<file path="config.mk">
export PLATFORM = sky130hd
export DESIGN_NAME = i2cm_master
export DESIGN_NICKNAME = d
export VERILOG_FILES = /design/src/rtl/i2cm_pkg.sv /design/src/rtl/i2cm_tick_gen.sv /design/src/rtl/i2cm_engine.sv /design/src/rtl/i2cm_master.sv
export SDC_FILE = /design/constraint.sdc
export NUM_CORES = 1
export LEC_CHECK = 0
export ABC_AREA = 1
export CORE_ASPECT_RATIO = 0.5
export CORE_MARGIN = 2
export CORE_UTILIZATION = 45
export DETAILED_ROUTE_END_ITERATION = 10
export DONT_BUFFER_PORTS = 1
export MAX_ROUTING_LAYER = met4
export SETUP_SLACK_MARGIN = 0.1
export SLEW_MARGIN = 10
export SYNTH_ARGS = -nofsm -noshare
export SYNTH_HDL_FRONTEND = slang
export SYNTH_SLANG_ARGS = --single-unit
</file>
<file path="constraint.sdc">
create_clock -name clk -period 5.2 [get_ports clk]
set_clock_uncertainty 0.05 [all_clocks]
set_input_delay 1.3 -clock clk [delete_from_list [all_inputs] [get_ports clk]]
set_output_delay 1.3 -clock clk [all_outputs]
set_load 0.1 [all_outputs]
</file>
<file path="src/rtl/i2cm_pkg.sv">
package i2cm_pkg;
  typedef enum logic [2:0] {
    ST_IDLE,
    ST_START,
    ST_BIT,
    ST_HOLD,
    ST_STOP
  } eng_state_t;

  typedef enum logic [1:0] {
    CMD_NONE,
    CMD_START,
    CMD_STOP
  } cmd_t;

  localparam logic [1:0] RA_CTRL = 2'd0;
  localparam logic [1:0] RA_STAT = 2'd1;
  localparam logic [1:0] RA_DATA = 2'd2;
  localparam int BYTE_W = 8;
endpackage

</file>
<file path="src/rtl/i2cm_tick_gen.sv">
module i2cm_tick_gen #(
  parameter int DIV_LO = 4,
  parameter int DIV_HI = 16,
  parameter int SCALE_W = 4
) (
  input  logic               clk,
  input  logic               rst_n,
  input  logic               en,
  input  logic               div_sel,
  input  logic [SCALE_W-1:0] scale,
  output logic               tick
);
  localparam int DMAX = (DIV_HI > DIV_LO) ? DIV_HI : DIV_LO;
  localparam int MAXCNT = DMAX * (1 << SCALE_W);
  localparam int CW = $clog2(MAXCNT + 1);

  logic [CW-1:0] cnt, limit;

  always_comb begin
    limit = CW'((div_sel ? DIV_HI : DIV_LO) * (int'(scale) + 1) - 1);
  end

  always_ff @(posedge clk or negedge rst_n) begin
    if (!rst_n) begin
      cnt  <= '0;
      tick <= 1'b0;
    end else if (!en) begin
      cnt  <= '0;
      tick <= 1'b0;
    end else if (cnt >= limit) begin
      cnt  <= '0;
      tick <= 1'b1;
    end else begin
      cnt  <= cnt + 1'b1;
      tick <= 1'b0;
    end
  end

  // a quarter-bit strobe is a single-cycle pulse when the period exceeds one cycle
  assert_tick_pulse_R8: assert property (@(posedge clk) disable iff (!rst_n)
    (tick && en && limit != '0 && $stable(limit)) |=> !tick);
endmodule

</file>
<file path="src/rtl/i2cm_engine.sv">
module i2cm_engine
  import i2cm_pkg::*;
#(
  parameter int BW = BYTE_W
) (
  input  logic          clk,
  input  logic          rst_n,
  input  logic          tick,
  input  logic          start_req,
  input  logic          stop_req,
  input  logic          pend,
  input  logic          mode_tx,
  input  logic          ack_en,
  input  logic          ld_data,
  input  logic [BW-1:0] ld_val,
  input  logic          sda_in,
  output logic          busy,
  output logic          shifting,
  output logic          done,
  output logic          nack,
  output logic [BW-1:0] sh_out,
  output logic          scl_low,
  output logic          sda_low
);
  localparam int CNT_W = $clog2(BW + 1);
  localparam logic [CNT_W-1:0] ACK_SLOT = CNT_W'(BW);

  eng_state_t       state;
  cmd_t             cmd;
  logic [1:0]       ph;
  logic [CNT_W-1:0] bitn;
  logic             dir_tx;
  logic [BW-1:0]    sh;

  assign busy     = (state != ST_IDLE);
  assign shifting = (state == ST_START) || (state == ST_BIT) || (state == ST_STOP);
  assign sh_out   = sh;

  always_ff @(posedge clk or negedge rst_n) begin
    if (!rst_n) begin
      state   <= ST_IDLE;
      cmd     <= CMD_NONE;
      ph      <= 2'd0;
      bitn    <= '0;
      dir_tx  <= 1'b0;
      sh      <= '0;
      nack    <= 1'b0;
      done    <= 1'b0;
      scl_low <= 1'b0;
      sda_low <= 1'b0;
    end else begin
      done <= 1'b0;
      if (ld_data && !shifting) sh <= ld_val;
      unique case (state)
        ST_IDLE: begin
          scl_low <= 1'b0;
          sda_low <= 1'b0;
          cmd     <= CMD_NONE;
          if (start_req) begin
            state <= ST_START;
            ph    <= 2'd0;
          end
        end
        ST_HOLD: begin
          sda_low <= 1'b0;
          if (start_req)     cmd <= CMD_START;
          else if (stop_req) cmd <= CMD_STOP;
          if (!pend && !done) begin
            ph  <= 2'd0;
            cmd <= CMD_NONE;
            case (cmd)
              CMD_STOP: begin
                state   <= ST_STOP;
                sda_low <= 1'b1;
              end
              CMD_START: state <= ST_START;
              default: begin
                state  <= ST_BIT;
                bitn   <= '0;
                dir_tx <= mode_tx;
              end
            endcase
          end
        end
        ST_START: if (tick) begin
          ph <= ph + 2'd1;
          case (ph)
            2'd0: scl_low <= 1'b0;
            2'd1: sda_low <= 1'b1;
            2'd2: scl_low <= 1'b1;
            default: begin
              state  <= ST_BIT;
              bitn   <= '0;
              dir_tx <= 1'b1;
            end
          endcase
        end
        ST_BIT: if (tick) begin
          ph <= ph + 2'd1;
          case (ph)
            2'd0: begin
              if (bitn == ACK_SLOT) sda_low <= !dir_tx && ack_en;
              else                  sda_low <= dir_tx && !sh[BW-1];
            end
            2'd1: scl_low <= 1'b0;
            2'd2: begin
              if (bitn == ACK_SLOT) begin
                if (dir_tx) nack <= sda_in;
              end else begin
                sh <= {sh[BW-2:0], sda_in};
              end
            end
            default: begin
              scl_low <= 1'b1;
              if (bitn == ACK_SLOT) begin
                state <= ST_HOLD;
                done  <= 1'b1;
              end else begin
                bitn <= bitn + 1'b1;
              end
            end
          endcase
        end
        ST_STOP: if (tick) begin
          ph <= ph + 2'd1;
          case (ph)
            2'd0: ;
            2'd1: scl_low <= 1'b0;
            2'd2: sda_low <= 1'b0;
            default: state <= ST_IDLE;
          endcase
        end
        default: state <= ST_IDLE;
      endcase
    end
  end

  // no SDA movement while SCL stays high inside a byte
  assert_sda_quiet_R3: assert property (@(posedge clk) disable iff (!rst_n)
    (state == ST_BIT && !scl_low && !$past(scl_low)) |-> $stable(sda_low));

  // the start edge happens with SCL released
  assert_start_edge_R2: assert property (@(posedge clk) disable iff (!rst_n)
    (state == ST_START && $rose(sda_low)) |-> !scl_low);

  // the stop edge happens with SCL released
  assert_stop_edge_R7: assert property (@(posedge clk) disable iff (!rst_n)
    (state == ST_STOP && $fell(sda_low)) |-> !scl_low);
endmodule

</file>
<file path="src/rtl/i2cm_master.sv">
module i2cm_master
  import i2cm_pkg::*;
#(
  parameter int DIV_LO = 4,
  parameter int DIV_HI = 16
) (
  input  logic       clk,
  input  logic       rst_n,
  input  logic       reg_wr,
  input  logic [1:0] reg_addr,
  input  logic [7:0] reg_wdata,
  output logic [7:0] reg_rdata,
  output logic       irq,
  output logic       scl_oe,
  output logic       sda_oe,
  input  logic       sda_i
);
  logic       ack_en, div_sel, irq_en, pend, txen;
  logic [3:0] scale;
  logic [1:0] mode;
  logic       sda_s1, sda_s2;
  logic       tick, busy, shifting, done, nack;
  logic [7:0] sh;
  logic       wr_ctrl, wr_stat, wr_data, start_req, stop_req;

  assign wr_ctrl   = reg_wr && (reg_addr == RA_CTRL);
  assign wr_stat   = reg_wr && (reg_addr == RA_STAT);
  assign wr_data   = reg_wr && (reg_addr == RA_DATA);
  assign start_req = wr_stat && reg_wdata[7] && reg_wdata[4] && reg_wdata[5];
  assign stop_req  = wr_stat && reg_wdata[7] && reg_wdata[4] && !reg_wdata[5];

  always_ff @(posedge clk or negedge rst_n) begin
    if (!rst_n) begin
      sda_s1 <= 1'b1;
      sda_s2 <= 1'b1;
    end else begin
      sda_s1 <= sda_i;
      sda_s2 <= sda_s1;
    end
  end

  always_ff @(posedge clk or negedge rst_n) begin
    if (!rst_n) begin
      ack_en  <= 1'b0;
      div_sel <= 1'b0;
      irq_en  <= 1'b0;
      pend    <= 1'b0;
      scale   <= 4'd0;
      mode    <= 2'd0;
      txen    <= 1'b0;
    end else begin
      if (wr_ctrl) begin
        ack_en  <= reg_wdata[7];
        div_sel <= reg_wdata[6];
        irq_en  <= reg_wdata[5];
        scale   <= reg_wdata[3:0];
      end
      if (done)                         pend <= 1'b1;
      else if (wr_ctrl && !reg_wdata[4]) pend <= 1'b0;
      if (wr_stat) begin
        mode <= reg_wdata[7:6];
        txen <= reg_wdata[4];
      end
    end
  end

  always_comb begin
    case (reg_addr)
      RA_CTRL: reg_rdata = {ack_en, div_sel, irq_en, pend, scale};
      RA_STAT: reg_rdata = {mode, busy, txen, 3'b000, nack};
      RA_DATA: reg_rdata = sh;
      default: reg_rdata = 8'h00;
    endcase
  end

  assign irq = pend && irq_en;

  i2cm_tick_gen #(.DIV_LO(DIV_LO), .DIV_HI(DIV_HI), .SCALE_W(4)) u_tick (
    .clk(clk), .rst_n(rst_n), .en(shifting), .div_sel(div_sel),
    .scale(scale), .tick(tick)
  );

  i2cm_engine #(.BW(8)) u_eng (
    .clk(clk), .rst_n(rst_n), .tick(tick), .start_req(start_req),
    .stop_req(stop_req), .pend(pend), .mode_tx(mode[0]), .ack_en(ack_en),
    .ld_data(wr_data), .ld_val(reg_wdata), .sda_in(sda_s2), .busy(busy),
    .shifting(shifting), .done(done), .nack(nack), .sh_out(sh),
    .scl_low(scl_oe), .sda_low(sda_oe)
  );

  // while the done flag is up the clock line is pulled low
  assert_hold_low_R4: assert property (@(posedge clk) disable iff (!rst_n)
    pend |-> scl_oe);

  // the done flag only rises after the engine finishes an acknowledge slot
  assert_pend_source_R4: assert property (@(posedge clk) disable iff (!rst_n)
    $rose(pend) |-> $past(done));

  // an idle engine leaves both lines released
  assert_idle_free_R1: assert property (@(posedge clk) disable iff (!rst_n)
    !busy |-> (!scl_oe && !sda_oe));
endmodule

</file>
==> impl_results.md, run 1 <==
* Source of the critical timing path: scale[0]
* Nets at 480
* Pin count of the biggest net entering global routing at 48
* Routed len/inst at 13.5 um
* Met3 usage at 3.80%
* Crit end category: register
* CP Cell Sequence: ha_1 -> o21ai_0 -> inv_1 -> fa_1 -> ha_1 -> ha_1 -> nand2_1 -> inv_1 -> nand2_1 -> nand2_1 -> nor2_1 -> inv_1 -> nand2_1 -> nand2_1 -> ha_1 -> nand2_1 -> nor2_1 -> and3_1 -> nor2_1 -> nand3_1 -> nor2_1
* Period utilisation layout at 79.4%
* Via count at 2,722
* Post-DRT Antenna Nets at 0
* FF-to-FF Start: scale[0]
* Slew of the pin with the lowest slew margin at 0.898 ns
* Met1 GRT Util at 26.5%
* Fmax at 242 MHz
* Mapped cell area at 3200 um^2
* Ys async rst share at 100%
* Global-route met2 utilization at 33.4%
* Avg Cell Area, Syn at 7.50 um^2
* Cell count of the worst reg-to-reg path at 21
* Diode count at 0
* Final Hold Violating Endpoints at 0
* Post-CTS Resized at 0
* # IOs at 25
* Clock-pin transition on the worst setup and hold timing paths at 0.06 ns
* CP most frequent cell: nand2_1
* Clock Tree Root: clkbuf_16
* Detailed Route WL at 7.14 mm
* Core Rows at 21
* Drt via density at 5.14
* Hold WC Path Type: reg -> reg
* Worst path slowest cell: fa_1
* Initial Util at 47.3%
* Mapped Cells at 427
* Overall power at 1.72 mW
* R2R Path End: u_tick.cnt[6]
* Post-CTS setup buffer count at 0
* Buf/Inv on CP at 3
* R2R Setup Slk at 1.07 ns
* LEAKAGE at 1.90 nW
* Grt peak-use layer: met2
* Pwr/cell area at 485 nW/um^2
* Setup TNS at 0 ns
* Crit-path max FO at 9
* Min Tclk post-route at 4.13 ns
* Hold_buf cts at 0
* Nature of the critical path startpoint: register
* CP top delay family: adder cells
* Clock sinks at 47
* #FFs+latches synth at 47
* CORE AREA at 6780 um^2
* Crit-path max cell delay at 0.47 ns
* Die area at 7850 um^2
* Synth-to-layout area growth at 10.5%
* Final setup viols at 0
* CTS Buffer Depth at 2
* Initial drt markers at 173
* Gpl congestion at 0.895
* Die height at 63.7 um
* First-pass GRT wire length at 12.3 mm
* Sequential fraction of the synthesis area at 36.8%
* Outcome: complete, no violations
* Detailed-route DRC error count at 0
* Max Slew Vio Count at 0
* Yosys warns at 0
* Initial antenna violation count at 0
* CTS Buf Count at 5
* PortBufs at 0
* Worst setup path end: u_tick.cnt[6]
* Setup CP Type: reg -> reg
* Post-synth EDFFs at 0
* Die W at 123 um
* Worst slew margin at 40.2%
* Synth Flop Type: dfrtp_1
* Max_cap viols at 0
* Critical Path AT at 4.29 ns
* GR Overflow Total at 0
* Stages on worst setup path at 21
* Drt pass-1 iters at 4
* Critical Path RT at 5.36 ns
* CTS tree: yes
* H-tree levels at 2
* Later-pin clock latency in the skew report at 0.29 ns
* Vias in the first global route at 2,729
* GRT Total Usage at 20.5%
* Post-DP HPWL at 5.46 mm
* Peak supply drop at 293 uV
* Distinct cell type count after synthesis at 40
* RSZ-0062 raised after global routing: false
* Layout cell share with drive strength beyond 1 at 9.36%
* Syn_nets at 470
sequential cells by signal (all words and copies together), names as in the netlist, 2 cells and up:
signal,cells
mode,2
u_tick.cnt,9
u_eng.sh_out,8
u_eng.bitn,4
u_eng.cmd,2
u_eng.state,3
scale,4
u_eng.ph,2
layout make-up:
cell class	instances	area (um^2)
flip-flops and latches	47	1180
multi-input cells	310	1800
fillers	669	3240
inverters	65	244
repair buffers	8	60.1
clock buffers	7	143
well taps	92	115
clock inverters	1	5.00
how the worst min path moves through the flow:
stage / start / endpoint / slack (ns) / cells past startpoint
floorplan: sda_s1 / sda_s2 / 0.30 / 0
global placement: sda_s1 / sda_s2 / 0.30 / 0
detailed placement: sda_s1 / sda_s2 / 0.30 / 0
CTS: sda_s1 / sda_s2 / 0.32 / 0
global route: sda_s1 / sda_s2 / 0.31 / 0
finish: sda_s1 / sda_s2 / 0.31 / 0
cell usage after synthesis (3+ instances only):
library cell,count,area [um^2]
a21oi_1,10,50.1
dfrtp_1,45,1130
ha_1,28,350
inv_1,63,236
nand2_1,108,405
nand3_1,37,185
nand4_1,6,37.5
nor2_1,38,143
nor2_2,3,18.8
o21ai_0,26,130
o21ai_1,7,35.0
o221ai_1,5,43.8
o22ai_1,3,18.8
xnor2_1,5,43.8
xor2_1,7,61.3
per-layer routing:
metal  vias up  part of all wire, %  wire, um
met4         0                  1.0        74
met3         8                  3.9       280
met2        43                   46      3280
met5         -                    0         0
met1      1269                   49      3510
li1       1402                    -         -
where the power goes:
group          internal [mW]  switching [mW]  total, mW  leakage [nW]
Combinational          0.271           0.578      0.850          1.24
Clock                  0.191           0.137      0.327        0.0739
Sequential             0.439           0.101      0.539         0.590
through the flow:
stage	hold slack, ns	setup slack (ns)	cell area, um^2	util, %	instances
CTS	0.315	1.08	3540	52.2	530
detailed placement	0.301	1.11	3390	50.1	522
floorplan	0.295	0.230	3200	-	427
global placement	0.297	1.32	3390	50.1	522
finish	0.311	1.07	3540	52.2	530
global route	0.314	0.639	3540	52.2	530
logic make-up after synthesis:
logic type / synth area share, %
buffers and inverters: 8.59
other: 0.117
xor gates and xnor gates: 3.28
DFF: 36.8
AOI/OAI and AO/OA: 10.5
and+or+nand+nor: 29.2
adders and majority gates: 11.6
layout by cell type, fill, tap and decap left out, types with 3 or more instances in the layout:
| master | synthesis | routed |
|---|---|---|
| ha_1 | 28 | 28 |
| dfrtp_1 | 45 | 45 |
| o21ai_2 | 1 | 3 |
| buf_4 | 1 | 8 |
| xor2_1 | 7 | 7 |
| nand2_1 | 108 | 108 |
| nor2_2 | 3 | 3 |
| inv_1 | 63 | 63 |
| nand4_1 | 6 | 6 |
| clkbuf_16 | 0 | 5 |
| o221ai_2 | 0 | 5 |
| o21ai_1 | 7 | 7 |
| nor2_1 | 38 | 38 |
| xnor2_1 | 5 | 5 |
| a21oi_1 | 10 | 10 |
| nand3_1 | 37 | 37 |
| o21ai_0 | 26 | 24 |
Note: power is estimated with default switching activity, not from simulation.
==> run 2, diff against run 1 <==
--- a/config.mk
+++ b/config.mk
@@ -5,7 +5,7 @@
 export SDC_FILE = /design/constraint.sdc
 export NUM_CORES = 1
 export LEC_CHECK = 0
-export ABC_AREA = 1
+export ABC_AREA = 0
 export CORE_ASPECT_RATIO = 0.5
 export CORE_MARGIN = 2
 export CORE_UTILIZATION = 45
==> constraint.sdc (replaced) <==
create_clock -name clk -period 3.7 [get_ports clk]
set_clock_uncertainty 0.05 [all_clocks]
set_input_delay 0.925 -clock clk [delete_from_list [all_inputs] [get_ports clk]]
set_output_delay 0.925 -clock clk [all_outputs]
set_load 0.1 [all_outputs]
==> impl_results.md, run 2 <==
* CP top delay family: adder cells
* Hold WC Path Type: in -> async
* PortBufs at 0 (unchanged)
* Max Slew Vio Count at 0 (unchanged)
* Layout cell share with drive strength beyond 1 at 23.6% (+14 points)
* Buf/Inv on CP at 3 (unchanged)
* Fmax at 278 MHz (+15%)
* CTS Buffer Depth at 2 (unchanged)
* Critical Path AT at 3.77 ns (-0.52 ns)
* Die area at 7860 um^2 (about the same)
* Main area contributors after synthesis: dfrtp_1 (35%), ha_1 (11%), mux2i_1 (5.9%)
* CORE AREA at 6780 um^2 (unchanged)
* Drt pass-1 iters at 4 (unchanged)
* Avg Cell Area, Syn at 9.35 um^2 (+25%)
* Yosys warns at 0 (unchanged)
* Clock sinks at 47 (unchanged)
* Post-synthesis mux area share at 10.5% (+10 points)
* H-tree levels at 2 (unchanged)
* Crit-path max FO at 5 (-4)
* Final std cells w/o fill at 457 (-14%)
* Most frequent cells in the layout: nand2_1 (48), dfrtp_1 (45), buf_4 (25)
* Synth top area share at 35.1% (about the same)
* Post-Synth Simple-Gate Area at 19.1% (-10 points)
* Die W at 123 um (about the same)
* # fillers at 614 (-8.2%)
* Ys async rst share at 100% (unchanged)
* Slew of the pin with the lowest slew margin at 0.964 ns (+0.0660 ns)
* Adder-Cell Fraction of Synth Area at 11.6% (about the same)
* FF-to-FF Start: scale[0]
* Worst path slowest cell: fa_2
* Core Rows at 21 (unchanged)
* Commonest non-fill, non-tap cell in the layout: nand2_1
* Min Tclk post-route at 3.59 ns (-0.533 ns)
* Crit-path max cell delay at 0.45 ns (-0.02 ns)
* Outcome: complete, no violations
* Pre-CTS setup slack at -0.153 ns (-1.26 ns)
* Later-pin clock latency in the skew report at 0.29 ns (about the same)
* Placed instance count at 444 (-15%)
* Synth area leader: dfrtp_1
* Initial Util at 47.3% (about the same)
* Post-synth EDFFs at 0 (unchanged)
* Drt via density at 5.47 (+6.6%)
* Setup TNS at 0 ns (unchanged)
* Peak supply drop at 354 uV (+21%)
* Biggest register: u_tick.cnt
* Top cells by count, synth: nand2_1 (48), dfrtp_1 (45), ha_1 (28)
* Diode count at 0 (unchanged)
* CTS Buf Count at 5 (unchanged)
* Initial antenna violation count at 0 (unchanged)
* Mapped Cells at 343 (-20%)
* Worst slew margin at 36.2% (-4.0 points)
* Synth-to-layout area growth at 19.6%
* Nets at 407 (-15%)
* Post-synthesis compound-gate area fraction at 13.6% (+3.1 points)
* RSZ-0062 raised after global routing: true
* Sequential fraction of the synthesis area at 36.8% (about the same)
* Routed len/inst at 15.9 um (+18%)
* Pin count of the biggest net entering global routing at 48 (unchanged)
* Setup ws final at 0.106 ns (-0.967 ns)
* Synth Flop Type: dfrtp_1
* Hold_buf cts at 0 (unchanged)
* CTS tree: yes
* Final setup viols at 0 (unchanged)
* Post-DP HPWL at 5.05 mm (-7.6%)
* Gpl congestion at 0.834 (-6.8%)
* Final Hold Violating Endpoints at 0 (unchanged)
* Critical Path RT at 3.88 ns (-1.48 ns)
* Crit end category: register
* Via count at 2,501 (-8.1%)
* Pwr/cell area at 726 nW/um^2 (+50%)
* Clock-pin transition on the worst setup and hold timing paths at 0.07 ns (about the same)
* Cell count of the worst reg-to-reg path at 17 (-19%)
* Clock Tree Root: clkbuf_16
* Vias in the first global route at 2,473 (-9.4%)
* Detailed-route DRC error count at 0 (unchanged)
* Largest family of logic cells by synthesized area: simple AND/OR/NAND/NOR gates
* Max_cap viols at 0 (unchanged)
* Syn_nets at 386 (-18%)
* #FFs+latches synth at 47 (unchanged)
* Initial drt markers at 168 (-2.9%)
* Post-DRT Antenna Nets at 0 (unchanged)
* LEAKAGE at 1.75 nW (-7.8%)
* XOR/XNOR share of the synthesized area at 4.37% (+1.1 points)
* R2R Setup Slk at 0.11 ns (-0.97 ns)
* R2R Path End: u_tick.cnt[6]
* Detailed Route WL at 7.25 mm (+1.6%)
* # IOs at 25 (unchanged)
* Mapped cell area at 3210 um^2 (about the same)
* GR Overflow Total at 0 (unchanged)
* Die height at 63.7 um (about the same)
* Setup CP Type: reg -> reg
* Distinct cell type count after synthesis at 55 (+38%)
* Top-count cell post-synth: nand2_1
* GRT Total Usage at 20.0% (-0.59 points)
* Period utilisation layout at 97.1% (+18 points)
* Nature of the critical path startpoint: register
* First-pass GRT wire length at 12.0 mm (-2.6%)
* WHS at 0.275 ns (-0.0358 ns)
* Max FFs per register at 9 (unchanged)
* CP Cell Sequence: buf_6 -> nand3_4 -> xor2_2 -> o21ai_2 -> buf_4 -> fa_2 -> ha_4 -> ha_4 -> and3_4 -> a311oi_2 -> xnor2_1 -> ha_1 -> a21o_1 -> nor2_2 -> o21ai_2 -> buf_6 -> nor2_2
* Source of the critical timing path: scale[0]
## run 2: cell count changes in the layout (fill, tap and decap cells not counted), moves of 7 or more
cell     before  now
o21ai_0      24   10
nor2_2        3   11
ha_1         28   21
mux2i_1       0   19
ha_4          0    7
nand2_1     108   48
buf_4         8   25
inv_1        63   15
nand3_1      37   12
mux2_1        0   10
nor2_1       38   11
## run 2: worst max path at each step
stage / cells after the start / endpoint / slack, ns
2_1_floorplan: 3 / reg_rdata[0] / -0.1
3_5_place_dp: 16 / u_tick.cnt[6] / -0.15
6_report: 17 / u_tick.cnt[6] / 0.11
4_1_cts: 16 / u_tick.cnt[4] / 0.10
5_1_grt: 17 / u_tick.cnt[6] / -0.05
3_3_place_gp: 16 / u_tick.cnt[8] / -0.02
## run 2: final cells by class
| type | count | area [um^2] | area share [%] |
|---|---|---|---|
| well taps | 92 | 115 | 3.00 |
| flip-flops and latches | 47 | 1180 | 30.7 |
| clock inverters | 3 | 22.5 | 0.587 |
| clock buffers | 5 | 125 | 3.26 |
| repair buffers | 28 | 221 | 5.77 |
| inverters | 15 | 56.3 | 1.47 |
| multi-input cells | 267 | 2120 | 55.2 |
## run 2: stage by stage
stage / cell area, um^2 / util [%] / power, mW
floorplan: 3230 / - / 1.75
global placement: 3450 / 51.0 / 2.01
detailed placement: 3450 / 51.0 / 2.05
CTS: 3650 / 53.9 / 2.58
global route: 3830 / 56.6 / 3.02
finish: 3830 / 56.6 / 2.79
## run 2: power breakdown
group / switching (mW) / internal [mW] / leakage, nW
clock network: 0.210 / 0.253 / 0.0742
logic: 0.789 / 0.668 / 1.09
registers: 0.226 / 0.640 / 0.588
total: 1.23 / 1.56 / 1.75
## run 2: what timing repair did
action | CTS | global route
setup buffers | 2 | 3
setup endpoints to repair | 10 | 10
pin swaps | 7 | 11
cloned | 0 | 0
gates resized for setup | 5 | 29
## run 2: cell families after synthesis
logic type,after synthesis
other cells,1
mux,32
flops,47
fa+ha+maj,29
compound gates,68
buf+inv,29
xor+xnor,16
simple gates,121
## run 2: routing by layer
| layer | track usage (%) | up-vias | share of wire, % | wire length, um |
|---|---|---|---|---|
| li1 | - | 1251 | - | - |
| met1 | 27.2 | 1208 | 49 | 3540 |
| met2 | 30.6 | 31 | 47 | 3390 |
| met3 | 3.99 | 11 | 3.2 | 235 |
| met4 | 4.55 | 0 | 1.1 | 80 |
| met5 | - | - | 0 | 0 |
